<file path="config.mk">
export PLATFORM = sky130hd
export DESIGN_NAME = flop_fifo
export DESIGN_NICKNAME = d
export VERILOG_FILES = /design/src/rtl/sfifo_pkg.sv /design/src/rtl/sfifo_flags.sv /design/src/rtl/sfifo_store.sv /design/src/rtl/flop_fifo.sv
export SDC_FILE = /design/constraint.sdc
export NUM_CORES = 1
export LEC_CHECK = 0
export ABC_AREA = 1
export BUFFER_PORTS_ARGS = -buffer_cell sky130_fd_sc_hd__clkbuf_2
export CAP_MARGIN = 20
export CELL_PAD_IN_SITES_DETAIL_PLACEMENT = 0
export CELL_PAD_IN_SITES_GLOBAL_PLACEMENT = 1
export CORE_MARGIN = 10
export CORE_UTILIZATION = 35
export CTS_CLUSTER_DIAMETER = 30
export DETAILED_ROUTE_END_ITERATION = 10
export PLACE_DENSITY = 0.59
export REMOVE_ABC_BUFFERS = 1
export SYNTH_ARGS = -nofsm -noshare
export SYNTH_HDL_FRONTEND = slang
export SYNTH_SLANG_ARGS = --single-unit
</file>
<file path="constraint.sdc">
create_clock -name clk -period 2.45 [get_ports clk]
set_clock_uncertainty 0.15 [all_clocks]
set_input_delay 0.245 -clock clk [delete_from_list [all_inputs] [get_ports clk]]
set_output_delay 0.245 -clock clk [all_outputs]
set_load 0.05 [all_outputs]
</file>
<file path="src/rtl/sfifo_pkg.sv">
`timescale 1ns/1ps
package sfifo_pkg;
    typedef enum logic {
        RST_SYNC  = 1'b0,
        RST_ASYNC = 1'b1
    } rst_mode_e;
endpackage

</file>
<file path="src/rtl/sfifo_flags.sv">
`timescale 1ns/1ps
// Status decode from wrap-bit pointers.
module sfifo_flags #(
    parameter int AW = 4
) (
    input  logic [AW:0] wr_ptr,
    input  logic [AW:0] rd_ptr,
    output logic        full,
    output logic        empty
);
    logic addr_same;
    logic wrap_same;

    always_comb begin
        addr_same = (wr_ptr[AW-1:0] == rd_ptr[AW-1:0]);
        wrap_same = (wr_ptr[AW] == rd_ptr[AW]);
        empty     = addr_same && wrap_same;
        full      = addr_same && !wrap_same;
    end
endmodule

</file>
<file path="src/rtl/sfifo_store.sv">
`timescale 1ns/1ps
// Register array with one write port and one combinational read port.
module sfifo_store #(
    parameter int DW    = 8,
    parameter int DEPTH = 16,
    parameter int AW    = 4
) (
    input  logic          clk,
    input  logic          wr_en,
    input  logic [AW-1:0] wr_addr,
    input  logic [DW-1:0] wr_data,
    input  logic [AW-1:0] rd_addr,
    output logic [DW-1:0] rd_data
);
    logic [DW-1:0] mem_d [DEPTH];
    logic [DW-1:0] mem_q [DEPTH];

    always_comb begin
        for (int i = 0; i < DEPTH; i++) begin
            mem_d[i] = mem_q[i];
        end
        if (wr_en) begin
            mem_d[wr_addr] = wr_data;
        end
    end

    always_ff @(posedge clk) begin
        for (int i = 0; i < DEPTH; i++) begin
            mem_q[i] <= mem_d[i];
        end
    end

    assign rd_data = mem_q[rd_addr];
endmodule

</file>
<file path="src/rtl/flop_fifo.sv">
`timescale 1ns/1ps
module flop_fifo
    import sfifo_pkg::*;
#(
    parameter int        DW       = 8,
    parameter int        DEPTH    = 16,
    parameter int        AW       = 4,
    parameter rst_mode_e RST_MODE = RST_ASYNC
) (
    input  logic          clk,
    input  logic          rst_n,
    input  logic          load,
    input  logic [DW-1:0] din,
    input  logic          extract,
    output logic [DW-1:0] dout,
    output logic          full,
    output logic          empty
);
    localparam int PW = AW + 1;

    typedef struct packed {
        logic [PW-1:0] wr;
        logic [PW-1:0] rd;
    } ptr_pair_t;

    ptr_pair_t st_d, st_q;
    logic      load_ok;
    logic      take_ok;

    // Acceptance: a load while full needs a same-cycle extract.
    always_comb begin
        load_ok = load && (!full || extract);
        take_ok = extract && !empty;
        st_d    = st_q;
        if (load_ok) begin
            st_d.wr = st_q.wr + PW'(1);
        end
        if (take_ok) begin
            st_d.rd = st_q.rd + PW'(1);
        end
    end

    generate
        if (RST_MODE == RST_ASYNC) begin : g_arst
            always_ff @(posedge clk or negedge rst_n) begin
                if (!rst_n) st_q <= '0;
                else        st_q <= st_d;
            end
        end else begin : g_srst
            always_ff @(posedge clk) begin
                if (!rst_n) st_q <= '0;
                else        st_q <= st_d;
            end
        end
    endgenerate

    sfifo_flags #(.AW(AW)) u_flags (
        .wr_ptr (st_q.wr),
        .rd_ptr (st_q.rd),
        .full   (full),
        .empty  (empty)
    );

    sfifo_store #(.DW(DW), .DEPTH(DEPTH), .AW(AW)) u_store (
        .clk     (clk),
        .wr_en   (load_ok),
        .wr_addr (st_q.wr[AW-1:0]),
        .wr_data (din),
        .rd_addr (st_q.rd[AW-1:0]),
        .rd_data (dout)
    );
endmodule

</file>
==> summary.md, run 1 <==
| Metric | Value |
|---|---|
| Run status | `finished clean` |
| Largest net degree at the start of global routing | `42` |
| Netlist Area Pre-Place | `0.00582 mm2` |
| Total routed wirelength | `14700 um` |
| Initial Utilization | `0.354` |
| Sw frac | `0.382` |
| Clock latency at the later pin of the worst-skew pair | `0.42 ns` |
| Total power | `9.50 mW` |
| Reg power frac | `0.313` |
| Final-report hold violation count | `0` |
| Total CTS buffers | `17` |
| Area growth, synth to finish | `22.1%` |
| Peak supply drop | `just over 0.0009 V` |
| Final setup vio count | `0` |
| Ys async rst share | `0.0725` |
| Setup crit start kind | `register` |
| Clock power share | `0.238` |
| Synth Instances | `496` |
| Global route total overflow | `0` |
| Nature of the critical path endpoint | `output port` |
| Number of port buffers | `21` |
| Ys Warns | `0` |
| Crit Path Class | `register to output port` |
| HP Class | `primary input to register` |
| Clock root buffer | `clkbuf_16` |
| Maximum clock frequency | `0.417 GHz` |
| Total global-route track usage | `0.138` |
| First-pass GRT wire length | `22800 um` |
| Wirelength per Cell | `roughly 19 um` |
| Initial antenna violation count | `0` |
| CTS tree | `done` |
| Residual DRC count | `0` |
| P_sw | `3.62 mW` |
| Power Density | `1340 mW/mm2` |
| FF+latch count, synth | `138` |
| Gpl congestion | `0.790` |
| Chip height | `about 150 um` |
| DR pass1 iterations | `5` |
| Post-synth EDFFs | `approximately 130` |
| H-tree levels | `4` |
| Worst EP required | `2.06 ns` |
| Arrival @ worst endpoint | `roughly 2.0 ns` |
| IO Pins | `22` |
| HPWL Detailed | `around 8700 um` |
| RSZ-0062 raised after global routing | `true` |
| ANT cells | `0` |
| Vias | `3789` |
| Tightest Pin Transition | `between 1 and 1.5 ns` |
| Clock-pin slew on the worst setup and hold paths | `0.06 ns` |
| Crit-path max FO | `25` |
| Sequential cell area fraction in the yosys report | `0.703` |
| Main synth FF type | `edfxtp_1` |
| Vias in the first global route | `3659` |
| Synthesized area per cell | `11.7 um2` |
| Die Width | `149 um` |
| Final Max Slew Viols | `0` |
| Core ar. | `0.0165 mm2` |
| Clock tree buffer depth | `2` |
| Slew Limit Headroom | `0.312` |
| CTS sink cnt | `138` |
| Int Pwr | `5.87 mW` |
| Layout cells sized above 1 | `0.176` |
| Fill cells | `1545` |
| Post-layout min period | `2.40 ns` |
| TNS Setup | `0 ns` |
| Static leakage | `roughly 2.6 nW` |
| Final core utilization | `0.432` |
| Vias per cell | `4.92` |
| FP Rows | `47` |
| Comb pwr share | `0.448` |
| Maxcap violations | `0` |
| Final Cycle Share | `0.979` |
| Total die area | `0.0222 mm2` |
| Final #Nets | `555` |
| Antenna Nets Post-Route | `0` |
| Initial DRC count | `373` |
| Synth cell types | `24` |
## power by group through the flow
stage | clock [mW] | sequential (mW) | combinational [mW]
after floorplan | 0 | 3.18 | 1.95
after global placement | 0 | 3.00 | 3.95
after detailed placement | 0 | 3.01 | 3.95
after CTS | 2.31 | 2.98 | 4.22
after global routing | 2.40 | 3.00 | 4.63
final | 2.26 | 2.98 | 4.26
## synthesized netlist by cell type, drive strengths merged (5+ instances only)
cell    number  area (um2)
edfxtp     128        3840
nor2        88         343
o21ai       65         325
nand2       62         243
inv         34         130
o211ai      32         240
nand3       25         125
a21oi       15        75.1
clkbuf      15        56.3
buf         11        65.1
dfrtp       10         250
ha           5        62.6
## cell families (layout without fill, tap and decap cells)
logic type / count (synthesis) / in the layout / synth area share
and+or+nand+nor: 176 / 176 / 0.126
buffers and inverters: 60 / 114 / 0.0432
adders and majority gates: 5 / 5 / 0.0107
xor gates and xnor gates: 5 / 5 / 0.00752
DFF: 138 / 138 / 0.703
AOI/OAI and AO/OA: 112 / 112 / 0.110
## metal layers
layer  global-route usage  vias up  wire length (um)  part of all wire
met3               0.0285       11               590             0.040
li1                     -     1837                 -                 -
met4               0.0515        0               150             0.010
met5                    0        -                 0                 0
met2                0.218       84              7140              0.48
met1                0.183     1857              6850              0.46
## path summary, 6_finish.rpt
path	from	to	slack, ns	cells past startpoint
hold / removal	extract	st_q[2]$_DFFE_PN0P_	0.04	3
hold reg to reg	st_q[9]$_DFFE_PN0P_	st_q[9]$_DFFE_PN0P_	0.38	2
setup / recovery	st_q[0]$_DFFE_PN0P_	dout[4]	0.05	7
min in group asynchronous	rst_n	st_q[8]$_DFFE_PN0P_	0.09	2
setup reg to reg	st_q[9]$_DFFE_PN0P_	u_store.mem_q[10][7]$_DFFE_PP_	0.14	5
max in group asynchronous	rst_n	st_q[1]$_DFFE_PN0P_	1.82	2
## stage by stage
stage	hold slack (ns)	area, um2	setup WS, ns	std cells
6_report	0.0369	7110	0.0520	770
5_1_grt	0.0574	7110	-0.0418	770
4_1_cts	0.0255	7060	-0.0182	769
3_5_place_dp	-0.00875	6420	0.0580	734
3_3_place_gp	-0.0112	6420	0.0923	734
2_1_floorplan	-0.201	5700	-0.989	470
## state kept, by name, indices dropped and copies added (netlist names)
| register | cells |
|---|---|
| st_q | 10 |
| u_store.mem_q | 128 |
## critical path: stages, from the launching register on
cell and delay (ns):
dfrtp_2 0.47, inv_4 0.11, buf_12 0.19, o21ai_0 0.10, o211ai_1 0.26, nand3_1 0.18, nand2_2 0.13, buf_12 0.14
## final cells by class
type	count	area [um2]	share of cell area
Timing Repair Buffer	49	577	0.0811
Clock inverter	12	83.8	0.0118
Tap cell	220	275	0.0387
Sequential cell	138	4100	0.576
Inverter	34	133	0.0186
Clock buffer	19	433	0.0609
Multi-Input combinational cell	298	1510	0.213
## layout by cell type, fill, tap and decap left out, types with 11 or more instances in the layout
master / count
inv_1: 30
clkbuf_16: 17
nand2_1: 53
o21ai_0: 61
clkbuf_2: 11
a21oi_1: 13
edfxtp_1: 128
o211ai_1: 32
buf_12: 13
nor2_1: 83
buf_4: 19
nand3_1: 24
## timing repair
| item | 4_1_cts | 5_1_grt |
|---|---|---|
| hold buffers | 2 | 0 |
| hold endpoints to repair | 13 | 0 |
| setup buffers | 0 | 1 |
| resized for setup | 11 | 16 |
| setup endpoints to repair | 8 | 29 |
| gates cloned | 2 | 0 |
| pin swaps | 4 | 7 |
No activity file was read; power rests on OpenSTA's default activity.
==> run 2: changes to the inputs <==
--- a/config.mk
+++ b/config.mk
@@ -5,7 +5,6 @@
 export SDC_FILE = /design/constraint.sdc
 export NUM_CORES = 1
 export LEC_CHECK = 0
-export ABC_AREA = 1
 export BUFFER_PORTS_ARGS = -buffer_cell sky130_fd_sc_hd__clkbuf_2
 export CAP_MARGIN = 20
 export CELL_PAD_IN_SITES_DETAIL_PLACEMENT = 0
@@ -14,7 +13,8 @@
 export CORE_UTILIZATION = 35
 export CTS_CLUSTER_DIAMETER = 30
 export DETAILED_ROUTE_END_ITERATION = 10
-export PLACE_DENSITY = 0.59
+export MAX_ROUTING_LAYER = met4
+export PLACE_DENSITY = 0.56
 export REMOVE_ABC_BUFFERS = 1
 export SYNTH_ARGS = -nofsm -noshare
 export SYNTH_HDL_FRONTEND = slang
==> constraint.sdc (replaced) <==
create_clock -name clk -period 2.45 [get_ports clk]
set_clock_uncertainty 0.15 [all_clocks]
set_input_delay 0.245 -clock clk [delete_from_list [all_inputs] [get_ports clk]]
set_output_delay 0.245 -clock clk [all_outputs]
set_load 0.1 [all_outputs]
==> summary.md, run 2 <==
| Metric | Value |
|---|---|
| Residual DRC count | `0 (unchanged)` |
| RSZ-0062 raised after global routing | `true` |
| ANT cells | `0 (unchanged)` |
| Synthesized area per cell | `19.0 um2 (+62%)` |
| Vias per cell | `4.97 (+0.99%)` |
| Initial DRC count | `138 (-63%)` |
| Synth top area cells | `edfxtp_1, mux4_2, mux2i_1` |
| Die Width | `147 um (-1.4%)` |
| Yosys top cell area share | `0.681 (+0.0212)` |
| Final core utilization | `0.456 (+0.0241)` |
| Count leader, synth | `edfxtp_1` |
| Final Max Slew Viols | `0 (unchanged)` |
| Synth cell types | `34 (+42%)` |
| Register with the most flip-flops | `u_store.mem_q` |
| Most frequent cells in the layout | `edfxtp_1, buf_4, mux4_2, clkbuf_16, buf_12` |
| Sequential cell area fraction in the yosys report | `0.725 (+0.0226)` |
| CP max-delay cell | `dfrtp_2` |
| Core ar. | `0.0158 mm2 (-3.9%)` |
| Final #Nets | `381 (-31%)` |
| Post-layout min period | `2.60 ns (+0.198 ns)` |
| Tightest Pin Transition | `0.529 ns (-0.500 ns)` |
| Total die area | `0.0216 mm2 (-2.7%)` |
| CP peak stage delay | `0.45 ns (-0.02 ns)` |
| Slew Limit Headroom | `0.647 (+0.335)` |
| Static leakage | `2.54 nW (-1.3%)` |
| Worst EP required | `2.06 ns (about the same)` |
| Commonest cells post-synth | `edfxtp_1, mux2i_1, mux4_2` |
| Initial antenna violation count | `0 (unchanged)` |
| Post-synth EDFFs | `128 (unchanged)` |
| Netlist Area Pre-Place | `0.00564 mm2 (-3.1%)` |
| Power Density | `1410 mW/mm2 (+5.8%)` |
| Setup crit start kind | `register` |
| Final-report hold violation count | `0 (unchanged)` |
| Synth Instances | `297 (-40%)` |
| Total routed wirelength | `12700 um (-14%)` |
| Wirelength per Cell | `21.6 um (+13%)` |
| Initial Utilization | `0.357 (+0.00280)` |
| Max reg flops | `128 (unchanged)` |
| Ys Warns | `0 (unchanged)` |
| First-pass GRT wire length | `19800 um (-13%)` |
| CP cell instances | `buf_12, buf_12, mux2i_4, a221oi_2, buf_4, a22oi_2, nand2_1, buf_12` |
| Layout cells sized above 1 | `0.393 (+0.217)` |
| Yosys top cell by area | `edfxtp_1` |
| IO Pins | `22 (unchanged)` |
| Maxcap violations | `0 (unchanged)` |
| Clock tree buffer depth | `2 (unchanged)` |
| Clock latency at the later pin of the worst-skew pair | `0.41 ns (about the same)` |
| Total CTS buffers | `17 (unchanged)` |
| Clock-pin slew on the worst setup and hold paths | `0.06 ns (about the same)` |
| DR pass1 iterations | `4 (-1)` |
| Crit-path max FO | `8 (-68%)` |
| Largest net degree at the start of global routing | `24 (-43%)` |
| Chip height | `147 um (-1.4%)` |
| Ys async rst share | `0.0725 (unchanged)` |
| Run status | `finished, violations left` |
| Crit Path Class | `register to output port` |
| HP Class | `primary input to register` |
| Clock root buffer | `clkbuf_16` |
| Vias in the first global route | `3172 (-13%)` |
| Nature of the critical path endpoint | `output port` |
| Final Cycle Share | `1.06 (+0.0809)` |
| Peak supply drop | `0.000928 V (-0.11%)` |
| FF+latch count, synth | `138 (unchanged)` |
| Commonest non-fill, non-tap cell in the layout | `edfxtp_1` |
| Final setup vio count | `8 (+8)` |
| Main synth FF type | `edfxtp_1` |
| FP Rows | `46 (-2.1%)` |
| CTS tree | `done` |
| Gpl congestion | `0.719 (-9.0%)` |
| Area growth, synth to finish | `27.9%` |
| HPWL Detailed | `8030 um (-7.2%)` |
| Total power | `10.2 mW (+7.4%)` |
| Setup slack after layout | `-0.146 ns (-0.198 ns)` |
| Failing checks | `negative setup slack` |
| Antenna Nets Post-Route | `0 (unchanged)` |
| Global route total overflow | `0 (unchanged)` |
| Vias | `2932 (-23%)` |
| Total global-route track usage | `0.127 (-0.0111)` |
| Maximum clock frequency | `0.385 GHz (-7.6%)` |
| CP most frequent cell | `buf_12` |
| CTS sink cnt | `138 (unchanged)` |
| Regs by FF count | `u_store.mem_q x128, st_q x10` |
| Number of port buffers | `21 (unchanged)` |
| Arrival @ worst endpoint | `2.20 ns (+0.20 ns)` |
| H-tree levels | `4 (unchanged)` |
| Fill cells | `1383 (-10%)` |
| TNS Setup | `-0.668 ns (-0.668 ns)` |
[run 2: cell count changes in the layout (fill, tap and decap cells not counted), moves of 11 or more]
cell / before / now
nor2_1: 83 / 3
nand2_1: 53 / 8
o21ai_0: 61 / 1
nand3_1: 24 / 1
mux2i_1: 0 / 17
inv_1: 30 / 4
o211ai_1: 32 / 0
mux4_2: 0 / 21
and3_1: 0 / 11
[run 2: final timing paths]
check | cells after the start | slack, ns | start | endpoint
max | 8 | -0.15 | st_q[0]$_DFFE_PN0P_ | dout[3]
min | 3 | 0.02 | extract | st_q[3]$_DFFE_PN0P_
max reg2reg | 6 | 0.24 | st_q[2]$_DFFE_PN0P_ | u_store.mem_q[2][3]$_DFFE_PP_
min reg2reg | 1 | 0.38 | st_q[9]$_DFFE_PN0P_ | st_q[9]$_DFFE_PN0P_
max in group asynchronous | 2 | 1.82 | rst_n | st_q[0]$_DFFE_PN0P_
min in group asynchronous | 2 | 0.09 | rst_n | st_q[4]$_DFFE_PN0P_
[run 2: critical path: cells and delay by family, from the launching register on]
family / cells / cell delay (ns)
buf+inv: 4 / 0.67
compound gates: 2 / 0.37
flops: 1 / 0.45
mux: 1 / 0.18
simple gates: 1 / 0.12
[run 2: where the power goes]
group / total (mW) / internal, mW / leakage, nW / switching (mW)
combinational: 4.96 / 2.12 / 1.01 / 2.84
clock: 2.15 / 1.25 / 0.249 / 0.899
sequential: 3.09 / 2.89 / 1.27 / 0.203
[run 2: routing by layer]
metal | wire length [um] | vias to the layer above | part of all wire | global-route usage
met5 | 0 | - | 0 | -
met4 | 169 | 0 | 0.013 | 0.0357
met3 | 310 | 11 | 0.024 | 0.0335
met2 | 6130 | 40 | 0.48 | 0.200
met1 | 6110 | 1539 | 0.48 | 0.159
li1 | - | 1342 | - | -
[run 2: timing repair]
item,CTS,global route
hold buffers,1,0
pin swaps,12,9
endpoints found under the hold margin,10,0
setup endpoints to repair,8,10
gates resized for setup,40,19
gates cloned,2,0
buffers inserted,3,5
[run 2: cells by family (layout without fill, tap and decap cells)]
logic type | Yosys count | after routing | synth area share
fa+ha+maj | 5 | 5 | 0.0111
flops | 138 | 138 | 0.725
simple gates | 36 | 36 | 0.0375
mux | 50 | 50 | 0.136
buf+inv | 18 | 95 | 0.0215
compound gates | 36 | 36 | 0.0468
xor+xnor | 14 | 14 | 0.0217
[run 2: per-stage QoR]
step	instance area (um2)	instances	worst slack [ns]	hold slack, ns
3_5_place_dp	6390	552	0.0955	-0.00852
3_3_place_gp	6390	552	0.0894	-0.0135
4_1_cts	7130	586	-0.187	0.0238
5_1_grt	7220	590	-0.243	0.0433
2_1_floorplan	5540	283	-2.34	-0.201
6_report	7220	590	-0.146	0.0248
[run 2: cell type report]
| type | instances | area [um2] | area share |
|---|---|---|---|
| clock buffer | 18 | 429 | 0.0595 |
| clock inverter | 11 | 60.1 | 0.00832 |
| inverter | 4 | 15.0 | 0.00208 |
| multi-input combinational | 141 | 1630 | 0.226 |
| sequential | 138 | 4100 | 0.567 |
| tap | 216 | 270 | 0.0374 |
| timing repair buffer | 62 | 718 | 0.0995 |
